<file path="src/rtl/pat101_pkg.sv">
package pat101_pkg;

  typedef enum logic [1:0] {
    ST_IDLE = 2'b00,
    ST_ONE  = 2'b01,
    ST_ONEZ = 2'b10,
    ST_HIT  = 2'b11
  } det_state_t;

  function automatic det_state_t step_state(input det_state_t cur, input logic b);
    det_state_t nxt;
    case (cur)
      ST_IDLE: nxt = b ? ST_ONE  : ST_IDLE;
      ST_ONE:  nxt = b ? ST_ONE  : ST_ONEZ;
      ST_ONEZ: nxt = b ? ST_HIT  : ST_IDLE;
      default: nxt = b ? ST_ONE  : ST_ONEZ;
    endcase
    return nxt;
  endfunction

  function automatic logic flag_of(input det_state_t cur, input logic b);
    return (cur == ST_ONEZ) && b;
  endfunction

endpackage

</file>
<file path="src/rtl/pat101_stim.sv">
module pat101_stim #(
  parameter int ROM_LEN = 13,
  parameter logic [ROM_LEN-1:0] STREAM = 13'b1011101010100,
  localparam int ADDR_W = (ROM_LEN > 1) ? $clog2(ROM_LEN) : 1
) (
  input  logic              clk,
  input  logic              rst,
  output logic [ADDR_W-1:0] addr,
  output logic              bit_out
);
  localparam logic [ADDR_W-1:0] LAST_ADDR = ADDR_W'(ROM_LEN - 1);

  logic wrap_now;
  assign wrap_now = (addr == LAST_ADDR);

  always_ff @(posedge clk) begin
    if (rst)           addr <= '0;
    else if (wrap_now) addr <= '0;
    else               addr <= addr + 1'b1;
  end

  always_comb begin
    bit_out = 1'b0;
    for (int i = 0; i < ROM_LEN; i++)
      if (addr == ADDR_W'(i)) bit_out = STREAM[i];
  end
endmodule

</file>
<file path="src/rtl/pat101_next.sv">
module pat101_next
  import pat101_pkg::*;
(
  input  det_state_t cur,
  input  logic       din,
  output det_state_t nxt,
  output logic       enter_hit
);
  always_comb begin
    nxt       = step_state(cur, din);
    enter_hit = (nxt == ST_HIT);
  end
endmodule

</file>
<file path="src/rtl/pat101_flag.sv">
module pat101_flag
  import pat101_pkg::*;
(
  input  det_state_t cur,
  input  logic       din,
  output logic       flag
);
  always_comb flag = flag_of(cur, din);
endmodule

</file>
<file path="src/rtl/pat101_detector.sv">
module pat101_detector
  import pat101_pkg::*;
#(
  parameter int ROM_LEN = 13,
  parameter logic [ROM_LEN-1:0] STREAM = 13'b1011101010100,
  localparam int ADDR_W = (ROM_LEN > 1) ? $clog2(ROM_LEN) : 1
) (
  input  logic              clk,
  input  logic              rst,
  input  logic              use_ext,
  input  logic              ext_bit,
  output logic              match_flag,
  output logic [1:0]        state_q,
  output logic              cur_bit,
  output logic [ADDR_W-1:0] rom_addr
);
  det_state_t st_r, st_n;
  logic       rom_bit;
  logic       enter_hit;

  pat101_stim #(.ROM_LEN(ROM_LEN), .STREAM(STREAM)) u_stim (
    .clk(clk), .rst(rst), .addr(rom_addr), .bit_out(rom_bit)
  );

  assign cur_bit = use_ext ? ext_bit : rom_bit;

  pat101_next u_next (.cur(st_r), .din(cur_bit), .nxt(st_n), .enter_hit(enter_hit));
  pat101_flag u_flag (.cur(st_r), .din(cur_bit), .flag(match_flag));

  always_ff @(posedge clk) begin
    if (rst) st_r <= ST_IDLE;
    else     st_r <= st_n;
  end

  assign state_q = st_r;
endmodule

</file>
<file path="config.mk">
export PLATFORM = sky130hd
export DESIGN_NAME = pat101_detector
export DESIGN_NICKNAME = d
export VERILOG_FILES = /design/src/rtl/pat101_pkg.sv /design/src/rtl/pat101_stim.sv /design/src/rtl/pat101_next.sv /design/src/rtl/pat101_flag.sv /design/src/rtl/pat101_detector.sv
export SDC_FILE = /design/constraint.sdc
export NUM_CORES = 1
export LEC_CHECK = 0
export BUFFER_PORTS_ARGS = -buffer_cell sky130_fd_sc_hd__buf_4
export CAP_MARGIN = 20
export CORE_AREA = 2 2 39 41
export CTS_CLUSTER_DIAMETER = 100
export DETAILED_ROUTE_END_ITERATION = 8
export DIE_AREA = 0 0 41 43
export GPL_ROUTABILITY_DRIVEN = 0
export HOLD_SLACK_MARGIN = 0.02
export SLEW_MARGIN = 20
export SYNTH_ARGS = -nofsm -noshare
export SYNTH_HDL_FRONTEND = slang
export SYNTH_SLANG_ARGS = --single-unit
</file>
<file path="constraint.sdc">
create_clock -name clk -period 3.7 [get_ports clk]
set_input_delay 0.185 -clock clk [delete_from_list [all_inputs] [get_ports clk]]
set_output_delay 0.185 -clock clk [all_outputs]
set_load 0.05 [all_outputs]
</file>
==> flow_summary.rst, run 1 <==
.. list-table::
   :header-rows: 1

   * - Metric
     - Value
   * - Filler cell count in the final layout
     - 140
   * - IR Drop Worst-Case VDD
     - 145 uV
   * - Share of synthesized flip-flops with an asynchronous set or reset
     - 0%
   * - Leakage Power
     - 0.206 nW
   * - Post-detailed-route DRC marker count
     - 0
   * - Buffers & Inverters on Critical Path
     - 2
   * - Slowest cell delay on critical path
     - 0.44 ns
   * - Synthesis-stage register bit count
     - 6
   * - Most common cell after layout, fill and taps aside
     - sky130_fd_sc_hd__buf_4
   * - Tightest Hold Check Type
     - input port to flip-flop
   * - Inserted Clock Buffers
     - 3
   * - Clk Tree Root Cell
     - sky130_fd_sc_hd__clkbuf_4
   * - Logic depth of the worst setup path including buffers
     - 7
   * - Post-detail-place hpwl
     - 524 um
   * - Clock slew seen by the registers of the worst setup and hold paths
     - 0.04 ns
   * - Required time of the worst setup path
     - 3.51 ns
   * - CP endpoint kind
     - output pin
   * - Clock tree from TritonCTS
     - built
   * - Sink Count
     - 6
   * - Count of routing violations after the opening detailed-route iteration
     - 4
   * - Total power draw
     - 0.000185 W
   * - Launch point of the worst path
     - u_stim.addr[0]
   * - Insertion delay of the later-clocked pin in the worst-skew pair
     - 0.24 ns
   * - Xor-xnor portion of the synthesized cell area
     - 0%
   * - Power Density
     - 399 nW/um^2
   * - Global-route wire length before repair
     - 1.08 mm
   * - Worst reg2reg endpoint
     - state_q[1]
   * - Number of pins with negative max-slew slack in the final report
     - 0
   * - Seq/Total Area, Yosys
     - 35.4%
   * - Post-Syn Instances
     - 35
   * - Post-route antenna net violation count
     - 0
   * - Slowest cell on the critical path
     - sky130_fd_sc_hd__dfxtp_1
   * - Tightest slew margin relative to the limit
     - 74.7%
   * - Outcome
     - finished, final reports clean
   * - Total track usage
     - 9.15%
   * - Quantity of hold-fixing buffers added after cts
     - 0
   * - Die height
     - 43 um
   * - Worst path arrival time
     - 1.98 ns
   * - Number of I/O pins
     - 12
   * - Maximum number of pins on one net before global-route repair
     - 8
   * - Start-to-end type of the worst setup path
     - flip-flop to output pin
   * - Vias in the first global route
     - 278
   * - Post-synthesis mux area share
     - 6.27%
   * - Pin slew with the least headroom to its limit
     - 0.377 ns
   * - Capturing element of the worst setup path
     - match_flag
   * - Post-Syn Nets
     - 43
   * - Kind of cell adding the most delay to the critical path
     - flip-flops
   * - Beginning of the worst hold path
     - rst
   * - Reg2reg setup slack
     - 1.96 ns
   * - Shortest period the worst path allows
     - 2.16 ns
   * - Leading cell types in the layout, fill and taps excluded
     - sky130_fd_sc_hd__buf_4 (11), sky130_fd_sc_hd__dfxtp_1 (6), sky130_fd_sc_hd__ha_1 (4)
   * - Number of warnings reported in the yosys synthesis log
     - 0
   * - CTS H-tree lvls
     - 1
   * - Fraction of final layout cells sized beyond drive strength 1
     - 36.7%
   * - Count of cells resized by post-cts repair
     - 0
   * - Compound-gate portion of the synthesized area
     - 18.1%
   * - Post-DR wirelength/cell
     - 10.7 um
   * - Total wirelength of the detailed-routed design
     - 696 um
   * - Critical Path, Cell by Cell
     - inv_1 > ha_1 > and3_4 > mux2_2 > a31oi_4 > nor3b_1 > buf_4
   * - R2R Path Start
     - u_stim.addr[0]
   * - Area share of the leading cell type in the synthesized netlist
     - 35.4%
   * - Bufs on Longest Clock Path
     - 2
   * - Post-synth EDFFs
     - 0
   * - Fraction of the cycle the final worst path needs
     - 58.4%
   * - Total Die Area
     - 1760 um^2
   * - Effective utilization at floorplan
     - 24.5%
   * - Number of antenna violations at the first check in global routing
     - 0
   * - Largest area contributor in the netlist
     - sky130_fd_sc_hd__dfxtp_1
   * - Peak clock frequency supported by timing
     - 0.463 GHz
   * - Placed standard-cell area
     - 442 um^2
   * - Area added between synthesis and finish
     - 36.9%
   * - Number of max-cap violations
     - 0
   * - Syn Area/Cell
     - 9.69 um^2
   * - Core region area
     - 1380 um^2
   * - Combinational family with the most area after synthesis
     - simple AND/OR/NAND/NOR gates
   * - Unrepaired setup endpoints after global routing
     - false
   * - Sum of overflow across all layers after global routing
     - 0
   * - Site Rows
     - 14
   * - Count of antenna diodes in the layout
     - 0
   * - Distinct cell type count of the synthesized netlist
     - 18
   * - Post-layout net count
     - 59
   * - Count of vias placed by the detailed router
     - 302
   * - Width of the chip
     - 41 um
   * - Number of buffers inserted by port buffering
     - 11
   * - Ranking of synthesized cells by area
     - sky130_fd_sc_hd__dfxtp_1 (35%), sky130_fd_sc_hd__ha_1 (15%), sky130_fd_sc_hd__a31oi_4 (6.3%)
   * - Final Hold Viols
     - 0
   * - Post CTS Setup Buffer Count
     - 0
   * - Fraction of the mapped netlist area in simple logic gates
     - 21.0%
   * - Final design area excluding fillers
     - 464 um^2
   * - Post-detailed-route via-to-cell ratio
     - 4.65
   * - Post-Route Skew
     - 0.00105 ns
   * - Crit path launch type
     - flip-flop
   * - Total negative slack for setup checks
     - 0 ns
   * - Max Fanout on Critical Path
     - 6
   * - Primary FF master, synth
     - sky130_fd_sc_hd__dfxtp_1
   * - Total setup violations reported at the end of the flow
     - 0
   * - Area of the mapped netlist
     - 339 um^2
   * - Drt first pass iters
     - 4
   * - Cell depth of the worst flop-to-flop path
     - 6
   * - Synth Area in Adders
     - 14.8%
==> through the flow <==
stage / worst slack [ns] / hold slack [ns] / util, % / std cells
floorplan: 0.929 / 0.254 / - / 35
global placement: 1.80 / 0.407 / 31.9 / 62
detailed placement: 1.81 / 0.407 / 31.9 / 62
CTS: 1.54 / 0.152 / 33.5 / 65
global route: 1.44 / 0.157 / 33.5 / 65
finish: 1.54 / 0.157 / 33.5 / 65
==> per-layer routing <==
layer  vias up  GRT usage [%]  share of wire [%]
met5         -              0                  0
met4         0           8.00                  0
met3         0           1.57                8.8
met2        18           11.9                 44
met1       132           12.3                 47
li1        152              -                  -
==> logic make-up after synthesis <==
group,count (synthesis)
buffers and inverters,4
AOI/OAI and AO/OA,8
muxes,2
adders and majority gates,4
and+or+nand+nor,11
DFF,6
==> Yosys cell counts, types with 2 or more instances <==
cell / n
sky130_fd_sc_hd__dfxtp_1: 6
sky130_fd_sc_hd__ha_1: 4
sky130_fd_sc_hd__a21oi_1: 3
sky130_fd_sc_hd__inv_1: 3
sky130_fd_sc_hd__nor2_1: 3
sky130_fd_sc_hd__a211oi_1: 2
sky130_fd_sc_hd__nor3b_1: 2
sky130_fd_sc_hd__o21ai_1: 2
==> where the power goes <==
| group | total, W | switching [W] | internal [W] |
|---|---|---|---|
| Sequential | 0.0000741 | 0.00000512 | 0.0000689 |
| Clock | 0.0000581 | 0.0000215 | 0.0000366 |
| Combinational | 0.0000532 | 0.0000344 | 0.0000188 |
==> cell type report <==
| type | instances | area [um^2] | area share [%] |
|---|---|---|---|
| multi-input cells | 25 | 204 | 43.9 |
| flip-flops and latches | 6 | 120 | 25.9 |
| repair buffers | 11 | 82.6 | 17.8 |
| clock buffers | 3 | 22.5 | 4.85 |
| well taps | 16 | 20.0 | 4.31 |
| inverters | 4 | 15.0 | 3.23 |
==> worst min-delay path by stage <==
stage                                 to  cells past startpoint
after global routing          state_q[0]                      2
final                     u_stim.addr[3]                      2
after floorplan           u_stim.addr[3]                      1
after detailed placement  u_stim.addr[3]                      2
after global placement    u_stim.addr[3]                      2
after CTS                 u_stim.addr[2]                      2
==> state kept, by name, summed over array words and instances (netlist names) <==
register	flops
u_stim.addr	4
state_q	2
(Power assumes the default switching activity.)
==> inputs of run 2 (changes only) <==
--- a/config.mk
+++ b/config.mk
@@ -5,6 +5,7 @@
 export SDC_FILE = /design/constraint.sdc
 export NUM_CORES = 1
 export LEC_CHECK = 0
+export ABC_AREA = 1
 export BUFFER_PORTS_ARGS = -buffer_cell sky130_fd_sc_hd__buf_4
 export CAP_MARGIN = 20
 export CORE_AREA = 2 2 39 41
==> constraint.sdc (replaced) <==
create_clock -name clk -period 1.76 [get_ports clk]
set_input_delay 0.088 -clock clk [delete_from_list [all_inputs] [get_ports clk]]
set_output_delay 0.088 -clock clk [all_outputs]
set_load 0.05 [all_outputs]
==> run 2 against run 1 <==
  * Flip-flop and latch count is the same
  * First-iteration DRC count down 50%
  * Critical path depth rose by 3
  * Hold slack improved by 0.073 ns
  * Critical endpoint is now cur_bit
  * Sequential power is 110% higher
  * Setup slack lost 1.4 ns
  * Largest power group unchanged
  * Highest routed layer unchanged
==> flow_summary.rst, run 2 <==
.. list-table::
   :header-rows: 1

   * - Metric
     - Value
   * - Seq/Total Area, Yosys
     - 34.7%
   * - Power Density
     - 783 nW/um^2
   * - Pin slew with the least headroom to its limit
     - 0.227 ns
   * - Number of buffers inserted by port buffering
     - 11
   * - Start-to-end type of the worst setup path
     - flip-flop to output pin
   * - Post-layout net count
     - 74
   * - Shortest period the worst path allows
     - 1.64 ns
   * - Peak clock frequency supported by timing
     - 0.610 GHz
   * - Total wirelength of the detailed-routed design
     - 689 um
   * - Detailed-route wire length on metal 1
     - 323 um
   * - Post-detail-place hpwl
     - 507 um
   * - Tightest slew margin relative to the limit
     - 84.8%
   * - Outcome
     - finished, final reports clean
   * - Cell seen most often among critical-path stages
     - sky130_fd_sc_hd__nand2_1
   * - Kind of cell adding the most delay to the critical path
     - simple AND/OR/NAND/NOR gates
   * - Count of antenna diodes in the layout
     - 0
   * - Clk Tree Root Cell
     - sky130_fd_sc_hd__clkbuf_4
   * - Total negative slack for setup checks
     - 0 ns
   * - Post-detailed-route DRC marker count
     - 0
   * - Post-Syn Instances
     - 47
   * - Wire length on met3
     - 36 um
   * - Global-route wire length before repair
     - 1.15 mm
   * - Worst reg2reg endpoint
     - state_q[1]
   * - Total power draw
     - 0.000404 W
   * - Syn Area/Cell
     - 7.37 um^2
   * - Portion of total power attributed to combinational logic
     - 30.7%
   * - Inserted Clock Buffers
     - 3
   * - Fraction of final layout cells sized beyond drive strength 1
     - 42.2%
   * - Storage cell area
     - 128 um^2
   * - Buffers & Inverters on Critical Path
     - 3
   * - Slowest cell delay on critical path
     - 0.35 ns
   * - Reg2reg setup slack
     - 0.42 ns
   * - Post-Syn Nets
     - 55
   * - Insertion delay of the later-clocked pin in the worst-skew pair
     - 0.24 ns
   * - Post-detailed-route via-to-cell ratio
     - 3.90
   * - Bufs on Longest Clock Path
     - 2
   * - Number of max-cap violations
     - 0
   * - Top sig layer
     - met3
   * - Share of synthesized flip-flops with an asynchronous set or reset
     - 0%
   * - Die height
     - 43 um
   * - CP endpoint kind
     - output pin
   * - Leakage Power
     - 0.269 nW
   * - Leading cell types in the layout, fill and taps excluded
     - sky130_fd_sc_hd__inv_1 (11), sky130_fd_sc_hd__buf_4 (11), sky130_fd_sc_hd__nand2_1 (7)
   * - Critical Path, Cell by Cell
     - inv_1 > ha_2 > or2_0 > nand2_1 > nand2_1 > nand2_1 > nand2_2 > nand2_2 > inv_1 > buf_6
   * - Ranking of synthesized cells by area
     - sky130_fd_sc_hd__dfxtp_1 (35%), sky130_fd_sc_hd__ha_1 (14%), sky130_fd_sc_hd__inv_1 (13%)
   * - Area added between synthesis and finish
     - 49.1%
   * - Footprint of the multi-input gates
     - 186 um^2
   * - Placed standard-cell area
     - 452 um^2
   * - Total setup violations reported at the end of the flow
     - 0
   * - Net switching component of the power
     - 0.000135 W
   * - IR Drop Worst-Case VDD
     - 436 uV
   * - Required time of the worst setup path
     - 1.67 ns
   * - Filler cell count in the final layout
     - 145
   * - Fraction of the cycle the final worst path needs
     - 93.1%
   * - Tightest Hold Check Type
     - input port to flip-flop
   * - Logic depth of the worst setup path including buffers
     - 10
   * - Synthesis-stage register bit count
     - 6
   * - Met2 WL
     - 328 um
   * - Net Sw Frac
     - 33.4%
   * - Post-Route Skew
     - 0.00789 ns
   * - Slowest cell on the critical path
     - sky130_fd_sc_hd__dfxtp_4
   * - Number of I/O pins
     - 12
   * - Cell depth of the worst flop-to-flop path
     - 10
   * - Area share of the leading cell type in the synthesized netlist
     - 34.7%
   * - Number of warnings reported in the yosys synthesis log
     - 0
   * - Count of vias placed by the detailed router
     - 312
   * - Crit path launch type
     - flip-flop
   * - Placed Cells incl. Taps
     - 74
   * - Total track usage
     - 9.36%
   * - Primary FF master, synth
     - sky130_fd_sc_hd__dfxtp_1
   * - Fraction of power consumed by sequential logic
     - 38.3%
   * - Worst path arrival time
     - 1.55 ns
   * - Power Internal
     - 0.000269 W
   * - R2R Path Start
     - u_stim.addr[1]
   * - Sink Count
     - 6
   * - CTS H-tree lvls
     - 1
   * - Clock tree from TritonCTS
     - built
   * - Distinct cell type count of the synthesized netlist
     - 14
   * - Final Hold Viols
     - 0
   * - Final design area excluding fillers
     - 517 um^2
   * - Total Die Area
     - 1760 um^2
   * - Number of pins with negative max-slew slack in the final report
     - 0
   * - Post-route antenna net violation count
     - 0
   * - Site Rows
     - 14
   * - Sum of overflow across all layers after global routing
     - 0
   * - Vias in the first global route
     - 284
   * - Unrepaired setup endpoints after global routing
     - false
   * - Launch point of the worst path
     - u_stim.addr[1]
   * - Effective utilization at floorplan
     - 25.0%
   * - Post-DR wirelength/cell
     - 8.61 um
   * - Count of routing violations after the opening detailed-route iteration
     - 2
   * - Number of flip-flops in the largest register
     - 4
   * - Max Fanout on Critical Path
     - 4
   * - Largest area contributor in the netlist
     - sky130_fd_sc_hd__dfxtp_1
   * - Fraction of power consumed by the clock network
     - 31.0%
   * - Clock slew seen by the registers of the worst setup and hold paths
     - 0.05 ns
   * - Most instantiated library cell after synthesis
     - sky130_fd_sc_hd__inv_1
   * - Post-route insts no fill
     - 80
   * - Core region area
     - 1380 um^2
   * - Drt first pass iters
     - 3
   * - List of most frequent post-synthesis cells
     - sky130_fd_sc_hd__inv_1 (12), sky130_fd_sc_hd__nand2_1 (7), sky130_fd_sc_hd__dfxtp_1 (6)
   * - Area of the mapped netlist
     - 347 um^2
   * - Post-synth EDFFs
     - 0
   * - Maximum number of pins on one net before global-route repair
     - 7
   * - Number of antenna violations at the first check in global routing
     - 0
   * - Width of the chip
     - 41 um
   * - Largest register by flop count
     - u_stim.addr
   * - Capturing element of the worst setup path
     - cur_bit
run 2: worst min-delay path by stage:
stage                        from          to  slack [ns]  cells past startpoint
final                     ext_bit  state_q[0]        0.23                      4
after global routing      ext_bit  state_q[0]        0.26                      4
after CTS                 ext_bit  state_q[0]        0.24                      4
after detailed placement      rst  state_q[1]        0.27                      2
after global placement        rst  state_q[1]        0.27                      2
after floorplan               rst  state_q[1]        0.15                      1
run 2: routing by layer:
metal / vias up / GRT usage, %
met1: 134 / 13.6
li1: 171 / -
met5: - / 0
met2: 7 / 12.2
met3: 0 / 1.57
met4: 0 / 6.00
run 2: layout make-up:
class | instances | area share, %
sequential | 6 | 24.7
tap | 16 | 3.87
inverter | 12 | 8.72
timing repair buffer | 14 | 22.3
clock buffer | 3 | 4.36
multi-input combinational | 29 | 36.1
run 2: timing repair:
item,in CTS,in global routing
hold buffers,1,0
resized for setup,0,7
hold endpoints to repair,1,0
endpoints found under the setup margin,0,2
setup buffers,0,2
run 2: worst min-delay path: cells and delay by family:
kind | cells | cell delay (ns)
buffers and inverters | 1 | 0.07
AND/OR/NAND/NOR | 3 | 0.27
run 2: kinds of logic after synthesis:
logic type      count (synthesis)  share of synthesized area [%]
xor+xnor                        1                           2.53
buf+inv                        12                           13.0
simple gates                   20                           27.8
fa+ha+maj                       4                           14.4
compound gates                  4                           7.58
flops                           6                           34.7
run 2: power groups by stage:
stage	logic [W]	clock network (W)	registers (W)
after floorplan	0.0000494	0	0.000188
after detailed placement	0.000110	0	0.000159
final	0.000124	0.000125	0.000155
after global routing	0.000134	0.000138	0.000157
after global placement	0.000110	0	0.000159
after CTS	0.000112	0.000131	0.000157
run 2: stage by stage:
step / utilization [%] / setup WS (ns) / hold slack, ns
6_report: 37.3 / 0.121 / 0.231
5_1_grt: 37.3 / 0.00212 / 0.259
4_1_cts: 35.0 / 0.0192 / 0.237
3_5_place_dp: 32.6 / 0.289 / 0.271
3_3_place_gp: 32.6 / 0.289 / 0.271
2_1_floorplan: - / 0.132 / 0.150
==> inputs of run 3 (changes only) <==
--- a/config.mk
+++ b/config.mk
@@ -5,7 +5,6 @@
 export SDC_FILE = /design/constraint.sdc
 export NUM_CORES = 1
 export LEC_CHECK = 0
-export ABC_AREA = 1
 export BUFFER_PORTS_ARGS = -buffer_cell sky130_fd_sc_hd__buf_4
 export CAP_MARGIN = 20
 export CORE_AREA = 2 2 39 41
==> run 3 against run 2 <==
  * Global-route usage grew 2.0 points
  * Critical endpoint unchanged
  * Register-to-register slack lost 0.36 ns
  * Via count grew 5.1%
  * First-iteration DRC count shrank 50%
  * Highest routed layer is now met4
  * The run now ends with setup timing left
  * Sequential power is essentially flat
  * Hold slack lost 0.19 ns
==> flow_summary.rst, run 3 (synthesized netlist as in run 1, its figures left out) <==
.. list-table::
   :header-rows: 1

   * - Metric
     - Value
   * - Maximum number of pins on one net before global-route repair
     - 8
   * - Sum of overflow across all layers after global routing
     - 0
   * - Tightest slew margin relative to the limit
     - 75.9%
   * - IR Drop Worst-Case VDD
     - 424 uV
   * - Count of routing violations after the opening detailed-route iteration
     - 1
   * - Drt first pass iters
     - 4
   * - Number of I/O pins
     - 12
   * - Insertion delay of the later-clocked pin in the worst-skew pair
     - 0.24 ns
   * - Violated checks
     - setup timing
   * - Number of buffers inserted by port buffering
     - 11
   * - Final worst-path setup slack
     - -0.154 ns
   * - Shortest period the worst path allows
     - 1.91 ns
   * - Post-detailed-route DRC marker count
     - 0
   * - Effective utilization at floorplan
     - 24.5%
   * - CP endpoint kind
     - output pin
   * - Post-detailed-route via-to-cell ratio
     - 4.69
   * - Total negative slack for setup checks
     - -0.242 ns
   * - Fraction of final layout cells sized beyond drive strength 1
     - 57.4%
   * - Clock tree from TritonCTS
     - built
   * - Pin slew with the least headroom to its limit
     - 0.359 ns
   * - Sink Count
     - 6
   * - Site Rows
     - 14
   * - Post-DR wirelength/cell
     - 11.8 um
   * - Total power draw
     - 0.000431 W
   * - Cell depth of the worst flop-to-flop path
     - 7
   * - Count of antenna diodes in the layout
     - 0
   * - Number of antenna violations at the first check in global routing
     - 0
   * - Unrepaired setup endpoints after global routing
     - true
   * - Total wirelength of the detailed-routed design
     - 826 um
   * - Total setup violations reported at the end of the flow
     - 2
   * - Die height
     - 43 um
   * - Clock slew seen by the registers of the worst setup and hold paths
     - 0.05 ns
   * - Width of the chip
     - 41 um
   * - Area added between synthesis and finish
     - 63.8%
   * - Leakage Power
     - 0.233 nW
   * - Core region area
     - 1380 um^2
   * - Number of pins with negative max-slew slack in the final report
     - 0
   * - Leading cell types in the layout, fill and taps excluded
     - sky130_fd_sc_hd__buf_4 (13), sky130_fd_sc_hd__nor2_1 (3), sky130_fd_sc_hd__a21oi_1 (3), sky130_fd_sc_hd__ha_1 (3), sky130_fd_sc_hd__clkbuf_4 (3)
   * - Worst path arrival time
     - 1.83 ns
   * - Bufs on Longest Clock Path
     - 2
   * - Post-Route Skew
     - 0.00845 ns
   * - WHS Path Cells
     - 2
   * - Inserted Clock Buffers
     - 3
   * - Post-layout net count
     - 63
   * - Tightest Hold Check Type
     - input port to flip-flop
   * - Vias in the first global route
     - 290
   * - Post-detail-place hpwl
     - 591 um
   * - Required time of the worst setup path
     - 1.67 ns
   * - Filler cell count in the final layout
     - 153
   * - Largest register by flop count
     - u_stim.addr
   * - Outcome
     - complete, but fails checks
   * - CTS H-tree lvls
     - 1
   * - Max Fanout on Critical Path
     - 5
   * - Hold WS
     - 0.0448 ns
   * - Post-route antenna net violation count
     - 0
   * - Peak clock frequency supported by timing
     - 0.522 GHz
   * - Number of flip-flops in the largest register
     - 4
   * - Final Hold Viols
     - 0
   * - Total track usage
     - 11.4%
   * - Fraction of the cycle the final worst path needs
     - 109%
   * - Clk Tree Root Cell
     - sky130_fd_sc_hd__clkbuf_4
   * - Worst setup slack after placement
     - 0.0182 ns
   * - Crit path launch type
     - flip-flop
   * - Most common cell after layout, fill and taps aside
     - sky130_fd_sc_hd__buf_4
   * - Total Die Area
     - 1760 um^2
   * - Start-to-end type of the worst setup path
     - flip-flop to output pin
   * - Number of max-cap violations
     - 0
   * - Power Density
     - 775 nW/um^2
   * - Final Util
     - 40.1%
   * - Count of vias placed by the detailed router
     - 328
   * - Global-route wire length before repair
     - 1.26 mm
-- run 3: critical path, cell delays in order (launching register included) --
cell,delay [ns]
sky130_fd_sc_hd__dfxtp_4,0.38
sky130_fd_sc_hd__clkinv_4,0.06
sky130_fd_sc_hd__ha_4,0.16
sky130_fd_sc_hd__and3_4,0.17
sky130_fd_sc_hd__mux2_4,0.28
sky130_fd_sc_hd__a31oi_4,0.24
sky130_fd_sc_hd__clkinvlp_4,0.14
sky130_fd_sc_hd__buf_8,0.16
-- run 3: cell type report --
cell class | count | area, um^2 | area share, %
Multi-Input combinational cell | 25 | 231 | 41.7
Sequential cell | 6 | 130 | 23.4
Timing Repair Buffer | 15 | 124 | 22.3
Clock buffer | 4 | 26.3 | 4.73
Inverter | 4 | 23.8 | 4.28
Tap cell | 16 | 20.0 | 3.60
-- run 3: path summary, 6_finish.rpt --
check,start,slack [ns],endpoint
worst max register to register,u_stim.addr[1],0.06,state_q[1]
worst max-delay path,u_stim.addr[1],-0.15,cur_bit
worst min-delay path,rst,0.04,u_stim.addr[3]
worst min register to register,u_stim.addr[3],0.55,u_stim.addr[3]
-- run 3: repair_timing --
item | 4_1_cts | 5_1_grt
endpoints found under the setup margin | 2 | 3
setup buffers | 4 | 0
hold buffers | 0 | 0
hold endpoints to repair | 0 | 0
resized for setup | 3 | 0
pin swaps | 2 | 2
-- run 3: per-layer routing --
metal	share of wire (%)	global-route usage, %
met2	54	17.8
met3	4.0	6.28
met5	0	0
met1	40	11.3
met4	1.7	6.00
-- run 3: through the flow --
stage	std cells	area, um^2
floorplan	35	385
global placement	62	488
detailed placement	62	488
CTS	70	556
global route	70	556
finish	70	556
-- run 3: power by group --
part	total (W)	internal, W	switching, W
Clock	0.000137	0.0000859	0.0000507
Combinational	0.000137	0.0000562	0.0000807
Sequential	0.000157	0.000145	0.0000119
Total	0.000431	0.000287	0.000143
